[src/rtl/adc_seq_pkg.sv]
package adc_seq_pkg;

    typedef enum logic [1:0] {
        PH_IDLE = 2'd0,
        PH_HOLD = 2'd1,
        PH_CONV = 2'd2
    } phase_e;

    // Index of the last channel converted for a group size code.
    function automatic int unsigned last_ch_of(input logic [1:0] code);
        case (code)
            2'd0:    return 1;
            2'd1:    return 2;
            default: return 3;
        endcase
    endfunction

endpackage

[src/rtl/adc_trig_sel.sv]
module adc_trig_sel (
    input  logic clk,
    input  logic rst_n,
    input  logic start_cmd,
    input  logic start_pin,
    input  logic pwm_sync,
    input  logic sync_en,
    output logic trig
);

    typedef struct packed {
        logic pin;
    } trig_state_t;

    trig_state_t s_d, s_q;

    always_comb begin
        s_d     = s_q;
        s_d.pin = start_pin;
        trig    = start_cmd | (start_pin & ~s_q.pin) | (pwm_sync & sync_en);
    end

    always_ff @(posedge clk or negedge rst_n) begin
        if (!rst_n) s_q <= '0;
        else        s_q <= s_d;
    end

endmodule

[src/rtl/adc_seq_ctrl.sv]
module adc_seq_ctrl #(
    parameter int unsigned MAX_CH   = 4,
    parameter int unsigned HOLD_CYC = 20,
    parameter int unsigned CONV_CYC = 40,
    localparam int unsigned CH_W    = $clog2(MAX_CH),
    localparam int unsigned LONGEST = (HOLD_CYC > CONV_CYC) ? HOLD_CYC : CONV_CYC,
    localparam int unsigned CNT_W   = $clog2(LONGEST + 1)
) (
    input  logic            clk,
    input  logic            rst_n,
    input  logic            trig,
    input  logic [1:0]      grp_code,
    output logic            hold,
    output logic            conv_start,
    output logic [CH_W-1:0] ch_sel,
    output logic            busy,
    output logic            wr_en,
    output logic            done
);
    import adc_seq_pkg::*;

    typedef struct packed {
        phase_e          phase;
        logic [CNT_W-1:0] cnt;
        logic [CH_W-1:0]  ch;
        logic [CH_W-1:0]  last;
        logic             done;
    } ctrl_state_t;

    localparam logic [CNT_W-1:0] HOLD_END = CNT_W'(HOLD_CYC - 1);
    localparam logic [CNT_W-1:0] CONV_END = CNT_W'(CONV_CYC - 1);

    ctrl_state_t s_d, s_q;
    int unsigned lc;

    always_comb begin
        s_d      = s_q;
        s_d.done = 1'b0;
        lc       = last_ch_of(grp_code);
        if (lc > MAX_CH - 1) lc = MAX_CH - 1;
        case (s_q.phase)
            PH_IDLE: begin
                if (trig) begin
                    s_d.phase = PH_HOLD;
                    s_d.cnt   = '0;
                    s_d.ch    = '0;
                    s_d.last  = CH_W'(lc);
                end
            end
            PH_HOLD: begin
                if (s_q.cnt == HOLD_END) begin
                    s_d.phase = PH_CONV;
                    s_d.cnt   = '0;
                end else begin
                    s_d.cnt = s_q.cnt + 1'b1;
                end
            end
            PH_CONV: begin
                if (s_q.cnt == CONV_END) begin
                    s_d.cnt = '0;
                    if (s_q.ch == s_q.last) begin
                        s_d.phase = PH_IDLE;
                        s_d.done  = 1'b1;
                    end else begin
                        s_d.ch = s_q.ch + 1'b1;
                    end
                end else begin
                    s_d.cnt = s_q.cnt + 1'b1;
                end
            end
            default: s_d.phase = PH_IDLE;
        endcase
    end

    always_ff @(posedge clk or negedge rst_n) begin
        if (!rst_n) s_q <= '{phase: PH_IDLE, default: '0};
        else        s_q <= s_d;
    end

    assign hold       = (s_q.phase == PH_HOLD);
    assign busy       = (s_q.phase != PH_IDLE);
    assign conv_start = (s_q.phase == PH_CONV) && (s_q.cnt == '0);
    assign wr_en      = (s_q.phase == PH_CONV) && (s_q.cnt == CONV_END);
    assign ch_sel     = s_q.ch;
    assign done       = s_q.done;

endmodule

[src/rtl/adc_result_bank.sv]
module adc_result_bank #(
    parameter int unsigned MAX_CH     = 4,
    parameter int unsigned RES_W      = 11,
    parameter int unsigned HOST_W     = 12,
    parameter bit          LEFT_ALIGN = 1'b0,
    localparam int unsigned CH_W      = $clog2(MAX_CH)
) (
    input  logic              clk,
    input  logic              rst_n,
    input  logic              wr_en,
    input  logic [CH_W-1:0]   wr_ch,
    input  logic [RES_W-1:0]  wr_data,
    input  logic [CH_W-1:0]   rd_sel,
    output logic [HOST_W-1:0] rd_data
);

    typedef struct packed {
        logic [MAX_CH-1:0][RES_W-1:0] res;
    } bank_state_t;

    bank_state_t s_d, s_q;
    logic [RES_W-1:0] picked;

    always_comb begin
        s_d = s_q;
        if (wr_en) s_d.res[wr_ch] = wr_data;
    end

    always_ff @(posedge clk or negedge rst_n) begin
        if (!rst_n) s_q <= '0;
        else        s_q <= s_d;
    end

    assign picked = s_q.res[rd_sel];

    generate
        if (LEFT_ALIGN) begin : g_left
            assign rd_data = {picked, {(HOST_W - RES_W){1'b0}}};
        end else begin : g_sext
            assign rd_data = {{(HOST_W - RES_W){picked[RES_W-1]}}, picked};
        end
    endgenerate

endmodule

[src/rtl/adc_group_seq.sv]
module adc_group_seq #(
    parameter int unsigned MAX_CH     = 4,
    parameter int unsigned RES_W      = 11,
    parameter int unsigned HOST_W     = 12,
    parameter int unsigned HOLD_CYC   = 20,
    parameter int unsigned CONV_CYC   = 40,
    parameter bit          LEFT_ALIGN = 1'b0,
    localparam int unsigned CH_W      = $clog2(MAX_CH)
) (
    input  logic              clk,
    input  logic              rst_n,
    input  logic              start_cmd,
    input  logic              start_pin,
    input  logic              pwm_sync,
    input  logic              sync_en,
    input  logic [1:0]        grp_size,
    input  logic [RES_W-1:0]  conv_data_i,
    input  logic [CH_W-1:0]   rd_sel,
    output logic              hold_o,
    output logic              conv_start_o,
    output logic [CH_W-1:0]   ch_sel_o,
    output logic              busy_o,
    output logic              done_o,
    output logic [HOST_W-1:0] rd_data
);

    logic trig;
    logic wr_en;

    adc_trig_sel u_trig (
        .clk       (clk),
        .rst_n     (rst_n),
        .start_cmd (start_cmd),
        .start_pin (start_pin),
        .pwm_sync  (pwm_sync),
        .sync_en   (sync_en),
        .trig      (trig)
    );

    adc_seq_ctrl #(
        .MAX_CH   (MAX_CH),
        .HOLD_CYC (HOLD_CYC),
        .CONV_CYC (CONV_CYC)
    ) u_ctrl (
        .clk        (clk),
        .rst_n      (rst_n),
        .trig       (trig),
        .grp_code   (grp_size),
        .hold       (hold_o),
        .conv_start (conv_start_o),
        .ch_sel     (ch_sel_o),
        .busy       (busy_o),
        .wr_en      (wr_en),
        .done       (done_o)
    );

    adc_result_bank #(
        .MAX_CH     (MAX_CH),
        .RES_W      (RES_W),
        .HOST_W     (HOST_W),
        .LEFT_ALIGN (LEFT_ALIGN)
    ) u_bank (
        .clk     (clk),
        .rst_n   (rst_n),
        .wr_en   (wr_en),
        .wr_ch   (ch_sel_o),
        .wr_data (conv_data_i),
        .rd_sel  (rd_sel),
        .rd_data (rd_data)
    );

endmodule

[config.mk]
export PLATFORM = sky130hd
export DESIGN_NAME = adc_group_seq
export DESIGN_NICKNAME = d
export VERILOG_FILES = /design/src/rtl/adc_seq_pkg.sv /design/src/rtl/adc_trig_sel.sv /design/src/rtl/adc_seq_ctrl.sv /design/src/rtl/adc_result_bank.sv /design/src/rtl/adc_group_seq.sv
export SDC_FILE = /design/constraint.sdc
export NUM_CORES = 1
export LEC_CHECK = 0
export BUFFER_PORTS_ARGS = -buffer_cell sky130_fd_sc_hd__buf_4
export CAP_MARGIN = 20
export CELL_PAD_IN_SITES_DETAIL_PLACEMENT = 0
export CELL_PAD_IN_SITES_GLOBAL_PLACEMENT = 1
export CORE_ASPECT_RATIO = 1.75
export CORE_MARGIN = 8
export CORE_UTILIZATION = 44
export CTS_BUF_LIST = sky130_fd_sc_hd__clkbuf_8
export DETAILED_ROUTE_END_ITERATION = 8
export GPL_TIMING_DRIVEN = 0
export HOLD_SLACK_MARGIN = 0.12
export PLACE_DENSITY_LB_ADDON = 0.1
export SETUP_SLACK_MARGIN = 0.05
export SLEW_MARGIN = 5
export SYNTH_ARGS = -nofsm -noshare
export SYNTH_HDL_FRONTEND = slang
export SYNTH_HIERARCHICAL = 1
export SYNTH_SLANG_ARGS = --single-unit
[constraint.sdc]
create_clock -name clk -period 2 [get_ports clk]
set_input_delay 0.1 -clock clk [delete_from_list [all_inputs] [get_ports clk]]
set_output_delay 0.1 -clock clk [all_outputs]
set_load 0.1 [all_outputs]
Word-level counts from Yosys, hierarchy flattened. Cells that the tools add are included.

Shift-type cells: 0. Multiply operators: 0. $lt $le $gt $ge: 4. Divide/modulo/power cells: 0. Equality and inequality tests: 11. Reduce and logical (&&, ||, !) cells: 13. Bitwise operators: 5. Add/subtract/negate cells: 2. Muxes and demuxes: 21.

Operators by type and width (count): bitwise mux 44 bit (1); binary-select mux 11 bit (select 2 bit) (1); demux 11 bit (select 2 bit) (1); two-way mux 11 bit (2); one-hot mux 6 bit (3 select lines) (1); two-way mux 12 bit (1); two-way mux 2 bit (6); two-way mux 6 bit (2); one-hot mux 2 bit (2 select lines) (2); AND reduction 4 bit (2); adder 6 x 1 -> 6 bit (second input constant) (1); equality test 6 x 5 -> 1 bit (second input constant) (1); equality test 6 bit (second input constant) (1); logical NOT 6 bit (1); < comparator 2 x 3 -> 1 bit (second input constant) (2); != test 2 bit (second input constant) (3); one-hot mux 2 bit (3 select lines) (1); equality test 2 x 1 -> 1 bit (second input constant) (2); logical NOT 2 bit (2); != test 2 x 1 -> 1 bit (second input constant) (2); AND reduction 2 bit (2); nonzero test 2 bit (2); logical AND 1 bit (3); two-way mux 1 bit (3); other kinds (9) (11).

Memory bits (read-only): 0. Bits of input ports: 21. RAM bits: 0. Memories kept: 0. Word-level logic and storage cells: 66. Flip-flop bits (word level): 58. Bits in latches: 0.

Depth between registers and ports, before layout.
Depth after elaboration: 6. Gate-level depth with buffers: 8.

Hierarchy. The synthesis kept the hierarchy.

Modules (own cells, without submodules): adc_result_bank (instances 1, area an instance 2013.2 um^2, cells each 110); adc_seq_ctrl (instances 1, area an instance 800.8 um^2, cells each 83); adc_trig_sel (instances 1, area an instance 42.5 um^2, cells each 4).

Worst setup path before layout. Ideal clock, no wire load.

Kind: register to output. Start point: reg u_ctrl/s_q[11] in the netlist's numbering. End point: out conv_start_o. Path buffers: 0. Data arrival time: 4.237 ns. Path slack: -2.337 ns. Stages on the path, launching flop included: 6. Path through: dfrtp_1 > inv_1 > ha_1 > inv_1 > or3_1 > nor4b_1.

Word-level cells in the longest chain between the ends: 2.

RTL lines: from (decl) (line adc_seq_ctrl.sv:33) `ctrl_state_t s_d, s_q;`; from (signal assigned) (line adc_seq_ctrl.sv:76) `if (!rst_n) s_q <= '{phase: PH_IDLE, default: '0};`; from (signal assigned) (line adc_seq_ctrl.sv:77) `else s_q <= s_d;`; equality test 2 bit (line adc_seq_ctrl.sv:82) `assign conv_start = (s_q.phase == PH_CONV) && (s_q.cnt == '0);`; logical AND 1 bit (line adc_seq_ctrl.sv:82); to (decl) (line adc_group_seq.sv:20) `output logic conv_start_o,`.

Every way passes these cells.

Worst setup path in the final report.
Start point: reg u_ctrl/s_q[11] in the netlist's numbering. End point: reg u_bank/s_q[7] in the netlist's numbering.

Word-level cells in the longest chain between the ends: 2.

RTL lines: equality test 2 bit (line adc_seq_ctrl.sv:83) `assign wr_en = (s_q.phase == PH_CONV) && (s_q.cnt == CONV_END);`; logical AND 1 bit (line adc_seq_ctrl.sv:83); net wr_en (line adc_group_seq.sv:28) `logic wr_en;`; to (signal assigned) (line adc_result_bank.sv:30) `if (!rst_n) s_q <= '0;`; to (signal assigned) (line adc_result_bank.sv:31) `else s_q <= s_d;`; to (decl) (line adc_result_bank.sv:21) `bank_state_t s_d, s_q;`.

The timed path passes the listed nets, and every way through them passes these cells. A chain may end at the register's enable or synchronous reset.

==> results <==
- Once detailed placement completed, the half-perimeter wirelength came to roughly 4 mm.
- TritonCTS built the clock tree.
- The actual transition at the worst max-transition pin is between 700 and 800 ps.
- The die covers ~0.0094 mm2.
- The worst setup path is launched from a flop.
- The die outline height is between 100 and 150 um.
- The all-layer global routing usage is 0.139.
- The port buffer count is 38.
- The classification of the worst setup path is reg2reg.
- The buffer depth of the longest clock path is 2.
- The clock buffer count from CTS is 9.
- STA puts the critical path data arrival time at 2270 ps.
- The share of final-layout standard cells stronger than drive strength 1 is 0.493.
- The wire length of the first global-routing pass is 10.2 mm.
- The number of max-slew violations in the final report came to 0.
- The number of stages on the worst hold path is 5.
- The register bit count reported by yosys is 58.
- Subtracting the final worst setup slack from the clock period gives just over 2000 ps.
- In this run the number of cells on the critical path is 8.
- The synthesized area per cell is 14.5 um2.
- The initial antenna violation count came to 0.
- Summing all non-filler instances in the final layout gives an area of around 0.0038 mm2.
- The setup slack after placement is -318 ps.
- The number of cells traversed by the worst register-to-register path is 8.
- The core region is 0.00639 mm2.
- The worst path setup slack after routing is -42.6 ps.
- After global routing the overflow that remains totals 0.
- After detailed routing, the number of vias per cell comes to 5.12.
- The first routing iteration left 69 violations.
- The number of endpoints with negative hold slack in the final report is 0.
- The final RePlAce weighted congestion is 0.712.
- The number of global-route vias before repair is around 2000.
- The remaining design rule violation count is 0.
- During I/O placement, the number of pins put on the boundary was 39.
- The effective utilization at floorplan is 0.447.
- The max-slew headroom at the worst pin is 0.515.
- IR analysis of the VDD net gives a maximum drop of about 0.0012 V.
- The most repeated library cell on the critical path is inv_2.
- Walking the worst path, the cells encountered are inv_2 -> ha_4 -> inv_2 -> or3_4 -> nor2_4 -> nor3b_4 -> buf_6 -> mux2_4.
- The cell type group with the largest total delay on the critical path is simple AND/OR/NAND/NOR gates.
- The synthesized netlist contains 38 unique library cells.
- Based on the critical path, the design can be clocked at up to ~0.49 GHz.
- The flow ran to the end, but the final reports show violations.
- The count of synthesis-stage warnings from yosys is 6.
- Of all nets on the critical path, the largest fanout is 5.
- After detailed routing, the total wire length is between 6 and 7 mm.
- Leaving out filler cells and counting taps, the final layout contains between 300 and 400.
- Setup repair after global routing could not meet its margin everywhere.
- The worst hold path class is in2reg.
- The placed standard-cell area is ~0.0033 mm2.
- The floorplan step set the die width to 76.9 um.
- Power spread over the standard cell area amounts to approximately 1100 mW/mm2.
- The cell with the biggest individual delay on the critical path is dfrtp_1.
- The total placed cells including tap cells is ~320.
- Entering global routing, the biggest net connects between 50 and 60 pins.
- The clock latency on the worst-skew pair is 340 ps.
- The detail route stage leaves a number of antenna-violating nets equal to 0.
- The total number of placement rows is 39.
- The routed wire length per instance is about 17 um.
- The tool flagged a number of max-cap violations equal to 0.
- The net count after synthesis is between 200 and 250.
- The sequential-to-total area share from yosys stat is 0.508.
- The antenna diode count is 0.
- STA classifies the critical path endpoint as a flop.
- The endpoint required time on the critical path is about 2200 ps.
- The area growth from synthesis to layout is 33.4%.
- The fraction of the cycle the final worst path needs is 1.02.
- Setup violations remaining at the end of the flow were counted as 30.
- The cell leakage power is 0.00176 uW.
- The final layout net count is just under 300.
- For the final database, setup skew stands at approximately 6.4 ps.
- In this design, the stage delay of the slowest critical-path cell is 410 ps.
- The count of buffering cells on the critical path with inverters included is 3.
- CTS saw between 50 and 60 sinks.
- The CTS H-tree depth is 3.
- After clock tree synthesis, the clock-pin slew on the worst setup and hold paths is about 70 ps.
- The via count of the routed design is approximately 1800.
- The clock tree root buffer cell is clkbuf_8.
- Summing every instance area after synthesis gives 0.00286 mm2.
- The final reports fail on negative setup slack.
- The first TritonRoute pass finished after 4 iterations.
- The instance count of the mapped netlist is between 150 and 200.
-- worst min-delay path, stage by stage --
cell	delay (ps)
buf_4	80
a21oi_2	20
o21ai_1	110
and2_4	210
a21oi_1	60
-- Yosys cell counts --
library cell   n  area, um2
mux2_4        20        300
o21ai_1        1       5.00
mux2_1        22        248
o31a_1         1       8.76
nand4_1        2       12.5
nor4_1         1       6.26
and2_1         1       6.26
dfrtp_1       58       1450
nor4b_1        1       8.76
nand3_2        1       10.0
buf_4          5       37.5
a21oi_1        7       35.0
buf_2          1       5.00
xor2_1         6       52.6
a21oi_2        1       8.76
nand3_1        3       15.0
o41a_1         1       11.3
and3_2         1       7.51
or3_1          1       6.26
o21ai_0        5       25.0
nor3b_2        1       12.5
or2_1          1       6.26
nand2b_1       2       12.5
o2111ai_1      1       8.76
mux2_2         5       56.3
o211ai_1       3       22.5
nand4bb_1      1       11.3
o311ai_1       1       8.76
buf_6          3       33.8
clkbuf_1       1       3.75
nand2_1        4       15.0
nor2_1         5       18.8
ha_1           6       75.1
mux4_2        11        248
or4_1          1       7.51
a31oi_1        1       6.26
inv_1          9       33.8
nand3b_1       2       15.0
-- final timing paths --
kind	from	to	slack, ps
max	u_ctrl/s_q[11]	u_bank/s_q[7]	-40
min	start_cmd	u_ctrl/s_q[2]	290
max reg2reg	u_ctrl/s_q[11]	u_bank/s_q[7]	-40
min reg2reg	u_bank/s_q[37]	u_bank/s_q[37]	490
max in group asynchronous	rst_n	u_ctrl/s_q[5]	1110
min in group asynchronous	rst_n	u_bank/s_q[16]	360
-- routing by layer --
layer  track usage  share of wire  vias to the layer above
li1              -              -                      866
met1         0.150           0.39                      922
met2         0.241           0.55                       26
met3        0.0418          0.033                        9
met4        0.0751          0.019                        0
met5             0              0                        -
-- state kept, by name, indices dropped and copies added (netlist names) --
name	count
u_ctrl/ch_sel	2
u_ctrl/done	1
u_trig/s_q	1
u_ctrl/s_q	10
u_bank/s_q	44
-- power breakdown --
| group | switching (uW) | leakage [uW] | internal (uW) |
|---|---|---|---|
| combinational | 1050 | 0.000926 | 556 |
| clock | 456 | 0.000116 | 726 |
| sequential | 118 | 0.000718 | 1290 |
| total | 1620 | 0.00176 | 2570 |
-- cell type report --
class                      instances  area, um2
multi-input combinational        120       1400
fill                             532       2580
inverter                           9       37.5
tap                               82        103
buffer                             9       83.8
clock buffer                      10        138
timing repair buffer              62        518
clock inverter                     6       80.1
sequential                        58       1450
-- repair_timing --
action                                 in CTS  in global routing
resized for setup                          18                 15
endpoints found under the hold margin     105                  0
hold buffers                               15                  0
cloned                                      1                  2
pin swaps                                   3                  1
setup endpoints to repair                  45                 47
setup buffers                               4                  2
-- logic make-up after synthesis --
logic type,share of synthesized area
adder cells (fa/ha/maj),0.0263
buffers and inverters,0.0399
XOR/XNOR,0.0184
multiplexers,0.298
flip-flops,0.508
AND/OR/NAND/NOR,0.0600
AO/OA/AOI/OAI,0.0491
-- cell usage in the layout, fill, tap and decap left out, types with 6 or more instances in the layout --
| master | n |
|---|---|
| dfrtp_1 | 57 |
| buf_4 | 46 |
| mux2_4 | 31 |
| dlygate4sd3_1 | 15 |
| mux2_1 | 12 |
| mux4_2 | 11 |
| clkbuf_8 | 10 |
| buf_6 | 9 |
| a21oi_1 | 7 |
| inv_1 | 6 |
| xor2_1 | 6 |
-- per-stage QoR --
stage / TNS, ps / utilization / total power, uW / hold WS, ps
after detailed placement: -7210 / 0.514 / 2910 / 215
after floorplan: -598 / - / 2560 / -196
after global routing: -3910 / 0.596 / 4400 / 337
after CTS: -2600 / 0.586 / 4190 / 369
after global placement: -7090 / 0.514 / 2900 / 218
final: -667 / 0.596 / 4200 / 292
(Power assumes the default switching activity.)
